[src/rtl/refdiv_pkg.sv]
package refdiv_pkg;

    typedef enum logic {
        SRC_REF = 1'b0,
        SRC_SEC = 1'b1
    } fout_src_e;

endpackage

[src/rtl/refdiv_chain.sv]
module refdiv_chain #(
    parameter int DIV_W   = 16,
    parameter int CLR_LSB = 8
) (
    input  logic             clk_i,
    input  logic             rst_ni,
    input  logic             clr_i,
    output logic [DIV_W-1:0] cnt_o,
    output logic             tick_o
);
    localparam int HI_W = DIV_W - CLR_LSB;
    localparam logic [DIV_W-1:0] LOW_MASK = {{HI_W{1'b0}}, {CLR_LSB{1'b1}}};

    typedef struct packed {
        logic [DIV_W-1:0] cnt;
        logic             tick;
    } chain_st_t;

    chain_st_t st_d, st_q;
    logic [DIV_W-1:0] cnt_inc;
    logic             msb_about_to_rise;

    always_comb begin
        st_d              = st_q;
        cnt_inc           = st_q.cnt + 1'b1;
        msb_about_to_rise = (st_q.cnt[DIV_W-2:0] == '1) && !st_q.cnt[DIV_W-1];
        if (clr_i) begin
            st_d.cnt  = cnt_inc & LOW_MASK;
            st_d.tick = 1'b0;
        end else begin
            st_d.cnt  = cnt_inc;
            st_d.tick = msb_about_to_rise;
        end
    end

    always_ff @(posedge clk_i or negedge rst_ni) begin
        if (!rst_ni) begin
            st_q <= '0;
        end else begin
            st_q <= st_d;
        end
    end

    assign cnt_o  = st_q.cnt;
    assign tick_o = st_q.tick;
endmodule

[src/rtl/refdiv_outsel.sv]
module refdiv_outsel
    import refdiv_pkg::*;
(
    input  logic sel_i,
    input  logic oe_i,
    input  logic ref_i,
    input  logic sec_i,
    output logic val_o,
    output logic en_o
);
    fout_src_e src;

    always_comb begin
        src   = fout_src_e'(sel_i);
        val_o = 1'b0;
        en_o  = oe_i;
        if (oe_i) begin
            val_o = (src == SRC_SEC) ? sec_i : ref_i;
        end
    end
endmodule

[src/rtl/refdiv_top.sv]
module refdiv_top #(
    parameter int DIV_W   = 16,
    parameter int CLR_LSB = 8
) (
    input  logic clk_i,
    input  logic rst_ni,
    input  logic div_clr_i,
    input  logic sel_sec_i,
    input  logic out_oe_i,
    output logic fout_val_o,
    output logic fout_en_o,
    output logic sec_tick_o
);
    logic [DIV_W-1:0] cnt_w;

    refdiv_chain #(
        .DIV_W  (DIV_W),
        .CLR_LSB(CLR_LSB)
    ) chain_i (
        .clk_i (clk_i),
        .rst_ni(rst_ni),
        .clr_i (div_clr_i),
        .cnt_o (cnt_w),
        .tick_o(sec_tick_o)
    );

    refdiv_outsel outsel_i (
        .sel_i(sel_sec_i),
        .oe_i (out_oe_i),
        .ref_i(cnt_w[0]),
        .sec_i(cnt_w[DIV_W-1]),
        .val_o(fout_val_o),
        .en_o (fout_en_o)
    );
endmodule

[config.mk]
export PLATFORM = sky130hd
export DESIGN_NAME = refdiv_top
export DESIGN_NICKNAME = d
export VERILOG_FILES = /design/src/rtl/refdiv_pkg.sv /design/src/rtl/refdiv_chain.sv /design/src/rtl/refdiv_outsel.sv /design/src/rtl/refdiv_top.sv
export SDC_FILE = /design/constraint.sdc
export NUM_CORES = 1
export LEC_CHECK = 0
export BUFFER_PORTS_ARGS = -buffer_cell sky130_fd_sc_hd__buf_2
export CELL_PAD_IN_SITES_DETAIL_PLACEMENT = 0
export CELL_PAD_IN_SITES_GLOBAL_PLACEMENT = 1
export CORE_MARGIN = 10
export CORE_UTILIZATION = 40
export CTS_CLUSTER_DIAMETER = 150
export DETAILED_ROUTE_END_ITERATION = 8
export PLACE_DENSITY_LB_ADDON = 0.1
export SLEW_MARGIN = 20
export SYNTH_ARGS = -nofsm -noshare
export SYNTH_HDL_FRONTEND = slang
export SYNTH_SLANG_ARGS = --single-unit
[constraint.sdc]
create_clock -name clk_i -period 1.7 [get_ports clk_i]
set_input_delay 0.255 -clock clk_i [delete_from_list [all_inputs] [get_ports clk_i]]
set_output_delay 0.255 -clock clk_i [all_outputs]
set_load 0.01 [all_outputs]
==> metrics.md, run 1 <==
| Metric | Value |
|---|---|
| Status | complete, no violations |
| Setup violations, final | 0 |
| Vias in the first global route | 600 |
| Final Max Tran Viols | 0 |
| Total GRT Usage | 7.92% |
| Clock transition at path regs | about 0.11 ns |
| Final period util | between 90% and 100% |
| Main synth FF type | dfrtp_1 |
| Setup TNS | 0 ns |
| RSZ-0062 raised after global routing | false |
| Hold slack | around 0.25 ns |
| Synthesized cell area | a little over 800 um2 |
| Top delay family on crit path | simple AND/OR/NAND/NOR gates |
| Buf/Inv on CP | 0 |
| Drt pass-1 iters | 3 |
| Worst skew pair latency | 0.30 ns |
| Slowest Stage Delay on Critical Path | roughly 0.40 ns |
| # placed instances | 110 |
| Layout cell share with drive strength beyond 1 | 21.6% |
| Synth warn | 0 |
| Final Routed Wirelength | around 1600 um |
| Core Footprint | just under 2000 um2 |
| Count leader, synth | dfrtp_1 |
| Mean Syn Cell Area | between 10 and 15 um2 |
| Postcts setup bufs | 0 |
| Post-synthesis register bit count | 17 |
| Leakage power | around 0.46 nW |
| Slew headroom | approximately three quarters |
| HP Class | input pin to flop |
| Largest net degree at the start of global routing | 18 |
| Routed length on met3 | approximately 66 um |
| Setup slack after layout | about 0.14 ns |
| Fmax | between 0.6 and 0.7 GHz |
| Crit. End Element | flop |
| WS Path Type | flop to flop |
| Routability-driven placement congestion ratio | between 0.7 and 0.8 |
| Inserted Diodes | 0 |
| Final ANT Viol Nets | 0 |
| CTS Buffer Depth | 2 |
| GRT overflow | 0 |
| H-tree depth | 1 |
| Worst path cell trace | ha_1 > nand3_4 > nor4_4 > mux2_1 |
| Post-synth ARST share | 100% |
| Antenna violations before repair | 0 |
| Initial drt markers | 27 |
| Nature of the critical path startpoint | flop |
| Initial core utilization | 41.9% |
| Clock Tree Root | clkbuf_4 |
| Vias per cell | 5.16 |
| Pre-CTS setup slack | ~0.045 ns |
| Port Buffers | 7 |
| Die W | 65.3 um |
| Post-synthesis sequential area ratio | about half |
| Wire length per cell | about 14 um |
| Final Hold Violating Endpoints | 0 |
| Gate Count Post-Synth | between 70 and 80 |
| Final min period | around 1.6 ns |
| Post-layout net count | 95 |
| Number of flops mapped to enable cells by yosys | 0 |
| CTS sink cnt | 17 |
| Max rail drop VDD | approximately 0.00057 V |
| Top Metal Used | met4 |
| Die Ht | around 65 um |
| Hpwl dp | roughly 1100 um |
| # DRC | 0 |
| Worst clock skew | approximately 0.011 ns |
| First-pass GRT wire length | 2680 um |
| PwrDens | 684 nW/um2 |
| Library cells used by synthesis | 25 |
| Least-Margin Pin Slew | roughly 0.4 ns |
| Layout area overhead | 15.8% |
| Syn nets | between 80 and 90 |
| Worst path arrival time | roughly 1.7 ns |
| CP Data Required Time | approximately 1.9 ns |
| CTS tree | done |
| Die area | roughly 4300 um2 |
| M1 WL | 735 um |
| Slowest cell on the critical path | dfrtp_1 |
| CP max FO | 9 |
| Most frequent cells after synthesis | 17 x dfrtp_1, 6 x nor2_1, 5 x a21oi_1 |
| DR WL met2 | approximately 740 um |
| Cell taking the most area after synthesis | dfrtp_1 |
| Final core utilization | roughly 49% |
| Synth top area share | between 50% and 60% |
| # IOs | 8 |
| Top post-synthesis cells by area | dfrtp_1 52%, xor2_1 4.3%, mux2_1 4.1% |
| # rows | 16 |
| Max-capacitance violation count | 0 |
| Finished Layout Cells | 115 |
| Routed via count | 593 |
| Cts bufs inserted | 3 |
repair_timing:
action                                  4_1_cts  5_1_grt
gates resized for setup                       0        3
hold endpoints to repair                     17        0
hold buffers                                  1        0
endpoints found under the setup margin        0        1
power breakdown:
group | internal [W] | total, W | switching [W]
combinational | 0.00000888 | 0.0000255 | 0.0000166
sequential | 0.000404 | 0.000404 | 0.000000000000000000341
clock | 0.0000913 | 0.000222 | 0.000130
total | 0.000504 | 0.000651 | 0.000147
worst register-to-register path: stages (launching register included):
cell     delay [ns]
dfrtp_1        0.40
ha_1           0.24
nand3_4        0.15
nor4_4         0.32
mux2_1         0.36
final cells by class:
class,instances,area [um2]
clock buffers,4,26.3
well taps,27,33.8
repair buffers,12,75.1
inverters,3,11.3
multi-input cells,52,379
flip-flops and latches,17,427
fillers,198,1010
sequential cells by signal, summed over array words and instances (netlist names):
name	count
chain_i.cnt_o	16
chain_i.tick_o	1
per-stage QoR:
step | cell area (um2) | total power (W)
3_5_place_dp | 898 | 0.000437
3_3_place_gp | 898 | 0.000436
4_1_cts | 935 | 0.000661
5_1_grt | 952 | 0.000678
2_1_floorplan | 822 | 0.000422
6_report | 952 | 0.000651
per-layer routing:
layer	track usage (%)	vias up
met5	0	-
met2	13.4	6
li1	-	296
met4	1.60	0
met3	4.24	2
met1	8.58	289
final timing paths:
path | startpoint | endpoint | slack [ns] | cells after the start
max in group asynchronous | rst_ni | chain_i.cnt_o[2] | 0.99 | 2
min reg2reg | chain_i.cnt_o[7] | chain_i.cnt_o[7] | 0.50 | 1
min | div_clr_i | chain_i.cnt_o[10] | 0.25 | 2
min in group asynchronous | rst_ni | chain_i.cnt_o[15] | 0.41 | 2
max | chain_i.cnt_o[1] | chain_i.cnt_o[14] | 0.14 | 4
max reg2reg | chain_i.cnt_o[1] | chain_i.cnt_o[14] | 0.14 | 4
cells by family after synthesis:
group | share of synthesized area (%)
AO/OA/AOI/OAI | 7.31
XOR/XNOR | 6.39
adder cells (fa/ha/maj) | 1.52
buffers and inverters | 4.11
flip-flops | 51.8
multiplexers | 5.33
AND/OR/NAND/NOR | 23.6
cell usage in the layout (no fill, tap or decap):
master and instances:
xnor2_1 2, a21oi_1 5, nand2_1 3, inv_1 3
nand3_1 4, or4_1 4, xor2_1 4, or3_1 1
nor4_1 2, nand4_1 2, mux2i_1 1, clkbuf_4 3
ha_1 1, mux2_1 3, nor2b_1 4, o21ai_0 1
dfrtp_1 16, clkbuf_1 1, buf_4 4, dfrtp_2 1
nor2_1 6, o31ai_1 4, buf_2 7, dlygate4sd3_1 1
and3_1 1, nand4_2 2, nor4_4 1, nand3_4 1
(Power assumes the default switching activity.)
==> inputs of run 2 (changes only) <==
Settings changed: ABC_AREA from default to 1.
==> run 2 against run 1 <==
Net effect: flip-flop and latch count unchanged; clock power down 5%; register-to-register slack improved by 0.26 ns; via count increased by 14%; worst hold slack lost 0.059 ns; sequential power is essentially flat; worst setup slack improved by 0.25 ns; combinational power decreased by 4%; largest power group unchanged.
==> metrics.md, run 2 <==
| Metric | Value |
|---|---|
| Cell taking the most area after synthesis | dfrtp_1 |
| Clock transition at path regs | 0.10 ns (about the same) |
| Syn nets | 114 (+41%) |
| Routability-driven placement congestion ratio | 0.806 (+10%) |
| Top post-synthesis cells by area | dfrtp_1 48%, nand2_1 12%, nor2_1 6.8% |
| Gate Count Post-Synth | 108 (+44%) |
| Crit path capture | fout_val_o |
| Core Footprint | 2020 um2 (+3.1%) |
| Met2 usage | 11.6% (-1.8 points) |
| Layout cell share with drive strength beyond 1 | 19.3% (-2.3 points) |
| GRT met3 Usage | 5.18% (+0.95 points) |
| Routed via count | 675 (+14%) |
| Post-synthesis sequential area ratio | 48.3% (-3.5 points) |
| Max rail drop VDD | 0.000484 V (-16%) |
| # DRC | 0 (unchanged) |
| Flop2flop setup slack | 0.40 ns (+0.26 ns) |
| HP Class | input pin to flop |
| Slowest cell on the critical path | dfrtp_1 |
| Max-capacitance violation count | 0 (unchanged) |
| Mean Syn Cell Area | 8.16 um2 (-26%) |
| Worst path cell trace | o21ai_0 > a21oi_1 > buf_2 |
| Total GRT Usage | 8.75% (+0.82 points) |
| CP startpoint | chain_i.cnt_o[0] |
| Met1 usage | 11.5% (+3.0 points) |
| Final Max Tran Viols | 0 (unchanged) |
| Initial core utilization | 43.6% (+1.7 points) |
| GRT overflow | 0 (unchanged) |
| CP max FO | 4 (-5) |
| Vias in the first global route | 668 (+11%) |
| Largest net degree at the start of global routing | 18 (unchanged) |
| RSZ-0062 raised after global routing | false |
| Commonest non-fill, non-tap cell in the layout | nand2_1 |
| Library cells used by synthesis | 21 (-16%) |
| First-pass GRT wire length | 3030 um (+13%) |
| Most frequent cells in the layout | 27 x nand2_1, 17 x dfrtp_1, 16 x nor2_1 |
| Synthesized cell area | 881 um2 (+7.2%) |
| Max reg flops | 16 (unchanged) |
| # rows | 16 (unchanged) |
| Slowest Stage Delay on Critical Path | 0.42 ns (+0.02 ns) |
| Post-synth ARST share | 100% (unchanged) |
| Most Crowded Layer GR | met2 |
| PwrDens | 654 nW/um2 (-4.3%) |
| Most frequent cells after synthesis | 27 x nand2_1, 17 x dfrtp_1, 16 x nor2_1 |
| Crit. End Element | output pin |
| # IOs | 8 (unchanged) |
| Total power | 0.000640 W (-1.7%) |
| Setup violations, final | 0 (unchanged) |
| Reg2reg start | chain_i.cnt_o[0] |
| Drt pass-1 iters | 4 (+1) |
| Final period util | 76.9% (-15 points) |
| Status | complete, no violations |
| Cts bufs inserted | 3 (unchanged) |
| Port Buffers | 7 (unchanged) |
| Least-Margin Pin Slew | 0.378 ns (-0.0149 ns) |
| Final Hold Violating Endpoints | 0 (unchanged) |
| H-tree depth | 1 (unchanged) |
| Final Routed Wirelength | 1660 um (+6.6%) |
| Reg2reg end | chain_i.cnt_o[10] |
| CP Data Required Time | 1.44 ns (-0.45 ns) |
| Die Ht | 66.9 um (+2.4%) |
| Worst skew pair latency | 0.29 ns (about the same) |
| Leakage power | 0.482 nW (+4.2%) |
| Setup TNS | 0 ns (unchanged) |
| Final min period | 1.31 ns (-0.249 ns) |
| Final ANT Viol Nets | 0 (unchanged) |
| Worst clock skew | 0.00659 ns (-0.00486 ns) |
| CTS tree | done |
| Layout area overhead | 11.1% |
| Fmax | 0.765 GHz (+19%) |
| Wire length per cell | 11.4 um (-16%) |
| Antenna violations before repair | 0 (unchanged) |
| Finished Layout Cells | 146 (+27%) |
| Slew headroom | 74.8% (+0.99 points) |
| Hold slack | 0.192 ns (-0.0591 ns) |
| Synth top area share | 48.3% (-3.5 points) |
| Initial drt markers | 15 (-44%) |
| Postcts setup bufs | 0 (unchanged) |
| Hpwl dp | 1310 um (+19%) |
| Post-synthesis register bit count | 17 (unchanged) |
| Inserted Diodes | 0 (unchanged) |
| Synth warn | 0 (unchanged) |
| Count leader, synth | nand2_1 |
| CTS Buffer Depth | 2 (unchanged) |
| Main synth FF type | dfrtp_1 |
| WS Path Type | flop to output pin |
| # placed instances | 141 (+28%) |
| Vias per cell | 4.62 (-10%) |
| CTS sink cnt | 17 (unchanged) |
| Clock Tree Root | clkbuf_4 |
| R2R depth | 8 (+4) |
| Post-layout net count | 126 (+33%) |
| Die W | 66.9 um (+2.4%) |
| Worst path arrival time | 1.05 ns (-0.69 ns) |
| Number of flops mapped to enable cells by yosys | 0 (unchanged) |
| Nature of the critical path startpoint | flop |
| Die area | 4480 um2 (+4.9%) |
==> run 2: worst min path at each step <==
stage               from          endpoint  slack, ns  cells past startpoint
3_3_place_gp      rst_ni  chain_i.cnt_o[5]       0.20                      1
6_report       div_clr_i    chain_i.tick_o       0.19                      2
4_1_cts        div_clr_i  chain_i.cnt_o[9]       0.18                      2
3_5_place_dp      rst_ni  chain_i.cnt_o[5]       0.20                      1
5_1_grt        div_clr_i  chain_i.cnt_o[9]       0.20                      2
2_1_floorplan     rst_ni  chain_i.cnt_o[0]      -0.04                      0
==> run 2: final cells by class <==
type / instances / area (um2)
inverters: 14 / 52.6
well taps: 27 / 33.8
clock buffers: 4 / 26.3
repair buffers: 8 / 45.0
multi-input cells: 76 / 395
fillers: 208 / 1040
flip-flops and latches: 17 / 425
==> run 2: routing by layer <==
layer / routed length, um / vias up / share of wire [%]
met5: 0 / - / 0
met4: 17 / 0 / 1.0
met2: 635 / 11 / 38
met3: 124 / 2 / 7.5
met1: 881 / 304 / 53
li1: - / 358 / -
==> run 2: per-stage QoR <==
stage	instance area [um2]	util, %	worst slack (ns)
3_5_place_dp	942	46.6	0.399
2_1_floorplan	881	-	0.531
6_report	978	48.4	0.393
5_1_grt	978	48.4	0.250
4_1_cts	978	48.4	0.367
3_3_place_gp	942	46.6	0.423
==> run 2: power by group <==
part           leakage (nW)            switching (W)  total (W)  internal [W]
clock                0.0150                 0.000120   0.000212     0.0000912
sequential            0.223  0.000000000000000000155   0.000404      0.000404
combinational         0.244                0.0000163  0.0000246    0.00000834
==> run 2: kinds of logic (layout without fill, tap and decap cells) <==
group	after synthesis	in the layout	share of synthesized area (%)
compound gates	8	8	5.54
xor+xnor	6	6	5.97
fa+ha+maj	1	1	1.42
buf+inv	15	26	6.82
flops	17	17	48.3
simple gates	61	61	32.0
==> run 2: what timing repair did <==
item / CTS / global route
gates resized for setup: 0 / 0
hold buffers: 1 / 0
endpoints found under the hold margin: 17 / 0
==> run 2: worst max-delay path, delay by kind of cell, from the launching register on <==
kind	cells	cell delay [ns]
buffers and inverters	1	0.14
AOI/OAI and AO/OA	2	0.22
DFF	1	0.42
